--- src/rtl/mxbs_pkg.sv ---
package mxbs_pkg;

  // Decoded instruction flags, registered when the instruction is updated
  typedef struct packed {
    logic drive_dig;  // digital cells take pin values from update stage
    logic ana_ctl;    // analog cells and test-bus links follow control words
    logic use_bsr;    // boundary register is the selected data register
  } ir_mode_t;

  localparam ir_mode_t MODE_BYPASS = '0;

endpackage

--- src/rtl/mxbs_ir.sv ---
module mxbs_ir
  import mxbs_pkg::*;
#(
  parameter int              IR_W       = 8,
  parameter logic [IR_W-1:0] OP_EXTEST  = 8'h00,
  parameter logic [IR_W-1:0] OP_PROBE   = 8'h01,
  parameter logic [IR_W-1:0] OP_SAMPLE  = 8'h02,
  parameter logic [IR_W-1:0] OP_BYPASS  = 8'hFF,
  parameter logic [IR_W-1:0] IR_CAPTURE = 8'h01
) (
  input  logic     clk,
  input  logic     rst,
  input  logic     tlr,
  input  logic     capture,
  input  logic     shift,
  input  logic     update,
  input  logic     tdi,
  output logic     ir_so,
  output ir_mode_t mode_q
);

  logic [IR_W-1:0] sh;

  function automatic ir_mode_t decode(input logic [IR_W-1:0] op);
    ir_mode_t m;
    m = MODE_BYPASS;
    if (op == OP_EXTEST)      m = '{drive_dig: 1'b1, ana_ctl: 1'b1, use_bsr: 1'b1};
    else if (op == OP_PROBE)  m = '{drive_dig: 1'b0, ana_ctl: 1'b1, use_bsr: 1'b1};
    else if (op == OP_SAMPLE) m = '{drive_dig: 1'b0, ana_ctl: 1'b0, use_bsr: 1'b1};
    else if (op == OP_BYPASS) m = MODE_BYPASS;
    return m;
  endfunction

  // Capture / shift stage
  always_ff @(posedge clk) begin
    if (rst)          sh <= IR_CAPTURE;
    else if (capture) sh <= IR_CAPTURE;
    else if (shift)   sh <= {tdi, sh[IR_W-1:1]};
  end

  assign ir_so = sh[0];

  // Active instruction, held as decoded flags
  always_ff @(posedge clk) begin
    if (rst || tlr)  mode_q <= MODE_BYPASS;
    else if (update) mode_q <= decode(sh);
  end

endmodule

--- src/rtl/mxbs_chain.sv ---
module mxbs_chain #(
  parameter int W = 14
) (
  input  logic         clk,
  input  logic         rst,
  input  logic         sel,
  input  logic         capture,
  input  logic         shift,
  input  logic         tdi,
  input  logic [W-1:0] cap_val,
  output logic [W-1:0] par
);

  generate
    if (W == 1) begin : g_single
      always_ff @(posedge clk) begin
        if (rst)                par <= '0;
        else if (sel && capture) par <= cap_val;
        else if (sel && shift)   par <= tdi;
      end
    end else begin : g_multi
      always_ff @(posedge clk) begin
        if (rst)                par <= '0;
        else if (sel && capture) par <= cap_val;
        else if (sel && shift)   par <= {tdi, par[W-1:1]};
      end
    end
  endgenerate

endmodule

--- src/rtl/mxbs_upd.sv ---
module mxbs_upd #(
  parameter int W = 14
) (
  input  logic         clk,
  input  logic         rst,
  input  logic         load,
  input  logic [W-1:0] din,
  output logic [W-1:0] q
);

  always_ff @(posedge clk) begin
    if (rst)       q <= '0;
    else if (load) q <= din;
  end

endmodule

--- src/rtl/mxbs_tdo.sv ---
module mxbs_tdo (
  input  logic clk,
  input  logic rst,
  input  logic shift_ir,
  input  logic shift_dr,
  input  logic ir_so,
  input  logic dr_so,
  output logic tdo,
  output logic tdo_en
);

  always_ff @(negedge clk) begin
    if (rst) begin
      tdo    <= 1'b0;
      tdo_en <= 1'b0;
    end else begin
      tdo_en <= shift_ir | shift_dr;
      if (shift_ir)      tdo <= ir_so;
      else if (shift_dr) tdo <= dr_so;
    end
  end

endmodule

--- src/rtl/mxbs_ctl.sv ---
module mxbs_ctl
  import mxbs_pkg::*;
#(
  parameter int              IR_W       = 8,
  parameter logic [IR_W-1:0] OP_EXTEST  = 8'h00,
  parameter logic [IR_W-1:0] OP_PROBE   = 8'h01,
  parameter logic [IR_W-1:0] OP_SAMPLE  = 8'h02,
  parameter logic [IR_W-1:0] OP_BYPASS  = 8'hFF,
  parameter logic [IR_W-1:0] IR_CAPTURE = 8'h01,
  parameter int              CTL_W      = 4,
  parameter int              ACELL_W    = 4
) (
  input  logic               tck,
  input  logic               rst,
  input  logic               tlr,
  input  logic               capture_ir,
  input  logic               shift_ir,
  input  logic               update_ir,
  input  logic               capture_dr,
  input  logic               shift_dr,
  input  logic               update_dr,
  input  logic               tdi,
  input  logic [CTL_W-1:0]   bif_obs,
  input  logic [ACELL_W-1:0] ain_obs,
  input  logic [ACELL_W-1:0] aout_obs,
  input  logic               din_obs,
  input  logic               dout_obs,
  output logic               tdo,
  output logic               tdo_en,
  output logic               dig_test,
  output logic               ana_test,
  output logic               tp1_link,
  output logic               tp2_link,
  output logic [CTL_W-1:0]   bif_ctl,
  output logic [ACELL_W-1:0] ain_ctl,
  output logic [ACELL_W-1:0] aout_ctl,
  output logic               din_ctl,
  output logic               dout_ctl
);

  localparam int BSR_W   = CTL_W + 2 * ACELL_W + 2;
  localparam int AIN_HI  = 2 * ACELL_W + 1;
  localparam int AOUT_HI = ACELL_W + 1;

  ir_mode_t          mode;
  logic              ir_so;
  logic [BSR_W-1:0]  bsr_par;
  logic [BSR_W-1:0]  bsr_upd;
  logic [0:0]        byp_par;
  logic              dr_so;

  mxbs_ir #(
    .IR_W(IR_W), .OP_EXTEST(OP_EXTEST), .OP_PROBE(OP_PROBE),
    .OP_SAMPLE(OP_SAMPLE), .OP_BYPASS(OP_BYPASS), .IR_CAPTURE(IR_CAPTURE)
  ) u_ir (
    .clk(tck), .rst(rst), .tlr(tlr), .capture(capture_ir), .shift(shift_ir),
    .update(update_ir), .tdi(tdi), .ir_so(ir_so), .mode_q(mode)
  );

  // Boundary register: field nearest TDI is the bus-interface control field
  mxbs_chain #(.W(BSR_W)) u_bsr (
    .clk(tck), .rst(rst), .sel(mode.use_bsr), .capture(capture_dr),
    .shift(shift_dr), .tdi(tdi),
    .cap_val({bif_obs, ain_obs, aout_obs, din_obs, dout_obs}),
    .par(bsr_par)
  );

  mxbs_upd #(.W(BSR_W)) u_bsr_upd (
    .clk(tck), .rst(rst), .load(update_dr && mode.use_bsr),
    .din(bsr_par), .q(bsr_upd)
  );

  // One-bit bypass register, captures zero
  mxbs_chain #(.W(1)) u_byp (
    .clk(tck), .rst(rst), .sel(!mode.use_bsr), .capture(capture_dr),
    .shift(shift_dr), .tdi(tdi), .cap_val(1'b0), .par(byp_par)
  );

  assign dr_so = mode.use_bsr ? bsr_par[0] : byp_par[0];

  mxbs_tdo u_tdo (
    .clk(tck), .rst(rst), .shift_ir(shift_ir), .shift_dr(shift_dr),
    .ir_so(ir_so), .dr_so(dr_so), .tdo(tdo), .tdo_en(tdo_en)
  );

  assign dig_test = mode.drive_dig;
  assign ana_test = mode.ana_ctl;
  assign bif_ctl  = bsr_upd[BSR_W-1 -: CTL_W];
  assign ain_ctl  = bsr_upd[AIN_HI -: ACELL_W];
  assign aout_ctl = bsr_upd[AOUT_HI -: ACELL_W];
  assign din_ctl  = bsr_upd[1];
  assign dout_ctl = bsr_upd[0];
  assign tp1_link = mode.ana_ctl & bsr_upd[BSR_W-1];
  assign tp2_link = mode.ana_ctl & bsr_upd[BSR_W-2];

endmodule

--- config.mk ---
export PLATFORM = sky130hd
export DESIGN_NAME = mxbs_ctl
export DESIGN_NICKNAME = d
export VERILOG_FILES = /design/src/rtl/mxbs_pkg.sv /design/src/rtl/mxbs_ir.sv /design/src/rtl/mxbs_chain.sv /design/src/rtl/mxbs_upd.sv /design/src/rtl/mxbs_tdo.sv /design/src/rtl/mxbs_ctl.sv
export SDC_FILE = /design/constraint.sdc
export NUM_CORES = 1
export LEC_CHECK = 0
export BUFFER_PORTS_ARGS = -buffer_cell sky130_fd_sc_hd__buf_2
export CORE_UTILIZATION = 47
export DETAILED_ROUTE_END_ITERATION = 10
export GPL_TIMING_DRIVEN = 0
export PLACE_DENSITY = 0.74
export SYNTH_ARGS = -nofsm -noshare
export SYNTH_HDL_FRONTEND = slang
export SYNTH_HIERARCHICAL = 1
export SYNTH_SLANG_ARGS = --single-unit
--- constraint.sdc ---
create_clock -name tck -period 1.3 [get_ports tck]
set_clock_uncertainty 0.1 [all_clocks]
set_input_delay 0.13 -clock tck [delete_from_list [all_inputs] [get_ports tck]]
set_output_delay 0.13 -clock tck [all_outputs]
set_load 0.005 [all_outputs]
# [Yosys cells after proc, flatten, opt, wreduce, memory -nomap -nowiden]
# Cells that the tools add are included.
[op_classes] n_lt_le_gt_ge=0 bitwise_logic=3 n_mul=0 muxes=8 eq_ne=2 shift=0 addsub=0 n_reduce_logical=12 div_mod_pow=0
[op_table] operator="$mux W14" count=2
[op_table] operator="$eq A8 B1 Y1 const B" count=1
[op_table] operator="$eq A8 B2 Y1 const B" count=1
[op_table] operator="$logic_not A8 Y1" count=1
[op_table] operator="$mux W3" count=2
[op_table] operator="$logic_and A1 B1 Y1" count=5
[op_table] operator="$mux W1" count=4
[op_table] operator="$reduce_bool A2 Y1" count=2
[op_table] operator="$reduce_or A2 Y1" count=2
[op_table] operator="$and A1 B1 Y1" count=2
[op_table] operator="$logic_not A1 Y1" count=1
[op_table] operator="$logic_or A1 B1 Y1" count=1
[op_table] operator="$or A1 B1 Y1" count=1
[totals] memories=0 output_inout_bits=20 rom_bits=0 ff_bits=42 ramBits=0 latch_bits=0 inputBits=24 wordCells=34

# [Depth between registers and ports, before layout]
# Gate-level depths: netlist (run 1).
[depth] depth_word=4 depth_mapped=5 mapped_depth_nobuf=4

# [Cells and area by module]
# The synthesis (run 1) kept the hierarchy.
[modules_own_cells] mod="mxbs_chain at u_bsr" n_inst=1 area_each_um2=688.2 cells_each=79 seq_area_each_um2=280.3
[modules_own_cells] mod="mxbs_upd" n_inst=1 area_each_um2=508.0 cells_each=45 seq_area_each_um2=280.3
[modules_own_cells] mod="mxbs_ir" n_inst=1 area_each_um2=440.4 cells_each=44 seq_area_each_um2=220.2
[modules_own_cells] mod="mxbs_tdo" n_inst=1 area_each_um2=83.8 cells_each=9 seq_area_each_um2=40.0
[modules_own_cells] mod="mxbs_chain at u_byp" n_inst=1 area_each_um2=53.8 cells_each=7 seq_area_each_um2=20.0
[modules_own_cells] mod="mxbs_ctl" n_inst=1 area_each_um2=42.5 cells_each=6 seq_area_each_um2=0.0

==> impl_results.md, run 1 <==
* Worst R2R End: u_tdo/tdo
* Switching Share at 24.2%
* Post-Place Cell Area at 2100 um^2
* Worst reg-to-reg path cell count at 3
* Most common cell after layout, fill and taps aside: nor2_1
* Synth area leader: dfxtp_1
* # H-tree levels at 2
* Dpl cells at 281
* Ranking of synthesized cells by area: dfxtp_1, nor2_1, mux2i_1
* Post-synth EDFFs at 0
* Nets at 278
* Routed WL at 4030 um
* Clock latency on the worst-skew pair at 0.29 ns
* IO buf count at 43
* GPL Wtd Cong at 0.789
* Setup repair after global routing missed its margin: true
* Crit path from: u_ir/mode_q[0]
* GRT overflow at 0
* Final instance area at 2390 um^2
* Sequential fraction of the synthesis area at 46.3%
* I/O pin count at 44
* Total GRT Usage at 20.7%
* Setup ws final at -0.402 ns
* Vias in the first global route at 1393
* Cts bufs inserted at 5
* Worst IR Drop VDD at 0.575 mV
* Hold Path End: u_ir/mode_q[1]
* Pleak at 1.07 nW
* Hold depth at 3
* Die area at 4120 um^2
* Yosys top cell area share at 46.3%
* Ys async rst share at 0%
* Post-DP HPWL at 2500 um
* CTS tree: built
* Comb power frac at 12.1%
* Share of power burned in registers at 55.5%
* Initial antenna violation count at 0
* Crit path max fanout at 2
* Initial Util at 49.3%
* CP Launch Type: register
* Ant diodes at 0
* Drt drc at 0
* Reg clk slew, reported paths at 0.07 ns
* Core ar. at 3690 um^2
* Mapped Area at 1820 um^2
* Power density cells at 1020 nW/um^2
* Worst hold path class: primary input to register
* Mapped Cells at 190
* Drt pass-1 iters at 4
* TNS Setup at -4.07 ns
* Area Growth Syn to Fin at 31.7%
* Max-cap violation count at 0
* Post-DR vias/cell at 5.11
* Root Buffer: clkbuf_8
* Mapped Avg Cell Area at 9.56 um^2
* Die height at 64.2 um
* Synth warn at 6
* Starting DRT DRC Count at 74
* Fillers at 312
* Final hold viol count at 0
* Post-route ant nets at 0
* Core Rows at 22
* Clock power share at 32.5%
* Post-synth net total at 214
* Max-slew violations at 0
* Worst EP required at 0.77 ns
* Distinct cells, synth at 33
* Worst EP arrival at 1.17 ns
* Crit Reg-Reg Startpoint: u_ir/mode_q[0]
* Worst reg2reg setup slack at -0.40 ns
* Clock buffer depth at 2
* Int Power at 1.85 mW
* Failing checks: negative setup slack
* Commonest cells after routing, fill and taps aside: nor2_1, buf_2, dfxtp_1
* Clk sinks at 42
* Status: finished, violations left
* CP Class: register to register
* Worst Hold Launch: update_ir
* First-pass GRT wire length at 6400 um
* Net switching power at 590 uW
* Worst setup EP type: register
* Final std cells w/o fill at 302
* Routed WL per cell at 13.3 um
* Synth Register Bits at 42
* Ys flop type: dfxtp_1
* Largest net degree at the start of global routing at 17
* Final setup vio count at 32
* Total number of vias at 1544
* Layout cells sized above 1 at 39.8%
* Die X at 64.2 um
[flip-flops by register name, indices dropped and copies added, names as in the netlist]
register,flops
u_bsr/par,14
u_bsr_upd/q,14
u_ir/sh,8
u_ir/mode_q,3
u_byp/par,1
u_tdo/tdo,1
u_tdo/tdo_en,1
[final cells by class]
cell class	instances	area (um^2)	area share, %
buffer	8	87.6	3.66
clock buffer	7	76.3	3.19
inverter	3	13.8	0.575
sequential	42	845	35.3
clock inverter	2	7.51	0.314
multi-input combinational	135	910	38.0
tap	48	60.1	2.51
timing repair buffer	57	393	16.4
[synth_stat cells, types with 2 or more instances]
master,count
mux2i_1,22
nand2_1,4
nor4_2,11
nor2_1,64
nand3b_1,4
inv_1,4
buf_2,3
and2_1,2
nor2b_1,3
buf_12,2
o21ai_0,2
o22ai_1,2
buf_6,2
nor4_1,3
nor3_1,3
dfxtp_1,42
[critical path, stage by stage, from the launching register on]
cell and delay [ns]:
dfxtp_4 0.36, mux2_4 0.29, mux2i_1 0.15, a211oi_2 0.08
[cells by family (layout without fill, tap and decap cells)]
group                  after synthesis  after routing  share of synthesized area (%)
AO/OA/AOI/OAI                       11             11                           5.10
AND/OR/NAND/NOR                    100            100                           29.8
buffers and inverters               13             77                           5.72
other                                1              1                          0.206
flip-flops                          42             42                           46.3
multiplexers                        23             23                           12.9
[layer usage]
layer  vias up  track usage (%)  wire length, um
li1        767                -                -
met1       732             26.6             1910
met2        36             32.2             1890
met3         9             4.46              131
met4         0             11.1               97
met5         -                0                0
[stage by stage]
step / utilization, % / setup WS, ns / hold slack, ns / total power [mW]
finish: 64.9 / -0.402 / 0.0305 / 2.44
global route: 64.9 / -0.439 / 0.0379 / 2.56
CTS: 62.6 / -0.399 / 0.0205 / 2.44
detailed placement: 56.8 / -0.529 / 0.213 / 1.63
global placement: 56.8 / -0.530 / 0.211 / 1.62
floorplan: - / -0.480 / 0.0971 / 1.54
[what timing repair did]
item	CTS	global route
hold endpoints to repair	1	0
setup buffers	7	4
resized for setup	8	16
pin swaps	4	13
gates cloned	1	2
hold buffers	1	0
setup endpoints to repair	13	31
[worst max path at each step]
stage,cells past startpoint,endpoint,slack (ns)
2_1_floorplan,3,u_tdo/tdo,-0.48
3_3_place_gp,3,u_tdo/tdo,-0.53
3_5_place_dp,3,u_tdo/tdo,-0.53
4_1_cts,3,u_tdo/tdo,-0.40
5_1_grt,3,u_tdo/tdo,-0.44
6_report,3,u_tdo/tdo,-0.40
[power groups by stage]
stage          registers [mW]  logic (mW)  clock network [mW]
2_1_floorplan            1.38       0.144              0.0145
3_3_place_gp             1.38       0.224              0.0145
3_5_place_dp             1.39       0.229              0.0145
4_1_cts                  1.35       0.267               0.818
5_1_grt                  1.36       0.320               0.885
6_report                 1.36       0.295               0.793
(Power assumes the default switching activity.)
==> run 2, diff against run 1 <==
MAX_ROUTING_LAYER = met4   (was unset)
==> impl_results.md, run 2 (synthesized netlist as in run 1, its figures left out) <==
* Routed WL at 4230 um
* Most common cell after layout, fill and taps aside: nor2_1
* Crit path max fanout at 2
* Reg clk slew, reported paths at 0.07 ns
* Die X at 64.2 um
* Die area at 4120 um^2
* Initial antenna violation count at 0
* Post-DR vias/cell at 5.15
* Total number of vias at 1556
* Core ar. at 3690 um^2
* Core Rows at 22
* Worst setup EP type: register
* I/O pin count at 44
* Pleak at 1.07 nW
* Setup repair after global routing missed its margin: true
* Drt drc at 0
* Final Total Pwr at 2.46 mW
* Root Buffer: clkbuf_8
* Crit path max-delay family: multiplexers
* Nets at 278
* Worst hold path class: primary input to register
* Worst path max stage delay at 0.36 ns
* Final hold viol count at 0
* Final setup vio count at 32
* Cells along the critical path: mux2_4 -> mux2i_1 -> a211oi_2
* GPL Wtd Cong at 0.801
* Worst IR Drop VDD at 0.581 mV
* Worst EP arrival at 1.17 ns
* Routed WL per cell at 14.0 um
* Regs by FF count: u_bsr/par: 14 flops, u_bsr_upd/q: 14 flops, u_ir/sh: 8 flops
* Drt pass-1 iters at 4
* Clock buffer depth at 2
* Die height at 64.2 um
* Starting DRT DRC Count at 93
* Commonest cells after routing, fill and taps aside: nor2_1, buf_2, dfxtp_1
* Vias in the first global route at 1395
* First-pass GRT wire length at 6430 um
* Ant diodes at 0
* Worst-Margin Slew at 0.507 ns
* Max-cap violation count at 0
* CTS tree: built
* Max-slew violations at 0
* Post-route ant nets at 0
* CP Class: register to register
* Area Growth Syn to Fin at 31.7%
* Setup ws final at -0.403 ns
* GRT overflow at 0
* Slowest-stage cell, CP: dfxtp_4
* Worst EP required at 0.77 ns
* Status: finished, violations left
* Layout cells sized above 1 at 39.8%
* IO buf count at 43
* Initial Util at 49.3%
* Clock latency on the worst-skew pair at 0.29 ns
* Buf+Inv Stages, Crit Path at 0
* Place WS at -0.529 ns
* Fillers at 316
* CP Launch Type: register
* # H-tree levels at 2
* Cts bufs inserted at 5
* Failing checks: negative setup slack
* Largest net degree at the start of global routing at 17
* Total GRT Usage at 21.5%
* Post-DP HPWL at 2500 um
* Power density cells at 1030 nW/um^2
* Rel. slew slack at 66.2%
* Clk sinks at 42
==> run 2: through the flow <==
| step | util [%] | TNS (ns) | cell area (um^2) | hold slack (ns) | cells |
|---|---|---|---|---|---|
| 4_1_cts | 62.6 | -4.16 | 2310 | 0.0205 | 298 |
| 3_3_place_gp | 56.8 | -0.611 | 2100 | 0.211 | 281 |
| 2_1_floorplan | - | -0.480 | 1820 | 0.0971 | 190 |
| 3_5_place_dp | 56.8 | -0.700 | 2100 | 0.213 | 281 |
| 5_1_grt | 64.9 | -5.81 | 2390 | 0.0309 | 302 |
| 6_report | 64.9 | -4.30 | 2390 | 0.0263 | 302 |
==> run 2: layer usage <==
metal	GRT usage (%)	part of all wire [%]
met3	6.61	3.5
met1	26.8	46
met4	9.44	2.3
met5	-	0
met2	32.0	48
==> run 2: path summary, 6_finish.rpt <==
check,from,end,slack (ns),cells after the start
min reg2reg,u_ir/mode_q[2],u_ir/mode_q[2],0.39,2
max,u_ir/mode_q[0],u_tdo/tdo,-0.40,3
min,update_ir,u_ir/mode_q[1],0.03,3
max reg2reg,u_ir/mode_q[0],u_tdo/tdo,-0.40,3
==> run 2: power breakdown <==
group / internal, mW / total (mW) / switching [mW]
combinational: 0.152 / 0.300 / 0.148
sequential: 1.32 / 1.36 / 0.0316
clock: 0.378 / 0.805 / 0.427
==> run 2: layout make-up <==
class / count / area [um^2] / share of cell area (%)
Sequential cell: 42 / 845 / 35.3
Clock buffer: 7 / 76.3 / 3.19
Clock inverter: 2 / 7.51 / 0.314
Timing Repair Buffer: 57 / 393 / 16.4
Multi-Input combinational cell: 135 / 910 / 38.0
Buffer: 8 / 87.6 / 3.66
Tap cell: 48 / 60.1 / 2.51
Inverter: 3 / 13.8 / 0.575
==> run 2: timing repair <==
action,in CTS,in global routing
cloned,1,2
pin swaps,4,13
endpoints found under the setup margin,13,31
resized for setup,8,16
endpoints found under the hold margin,1,0
hold buffers,1,0
setup buffers,7,4
==> run 2: worst register-to-register path: cells and delay by family, from the launching register on <==
family          cells  cell delay, ns
mux                 2            0.45
flops               1            0.36
compound gates      1            0.08
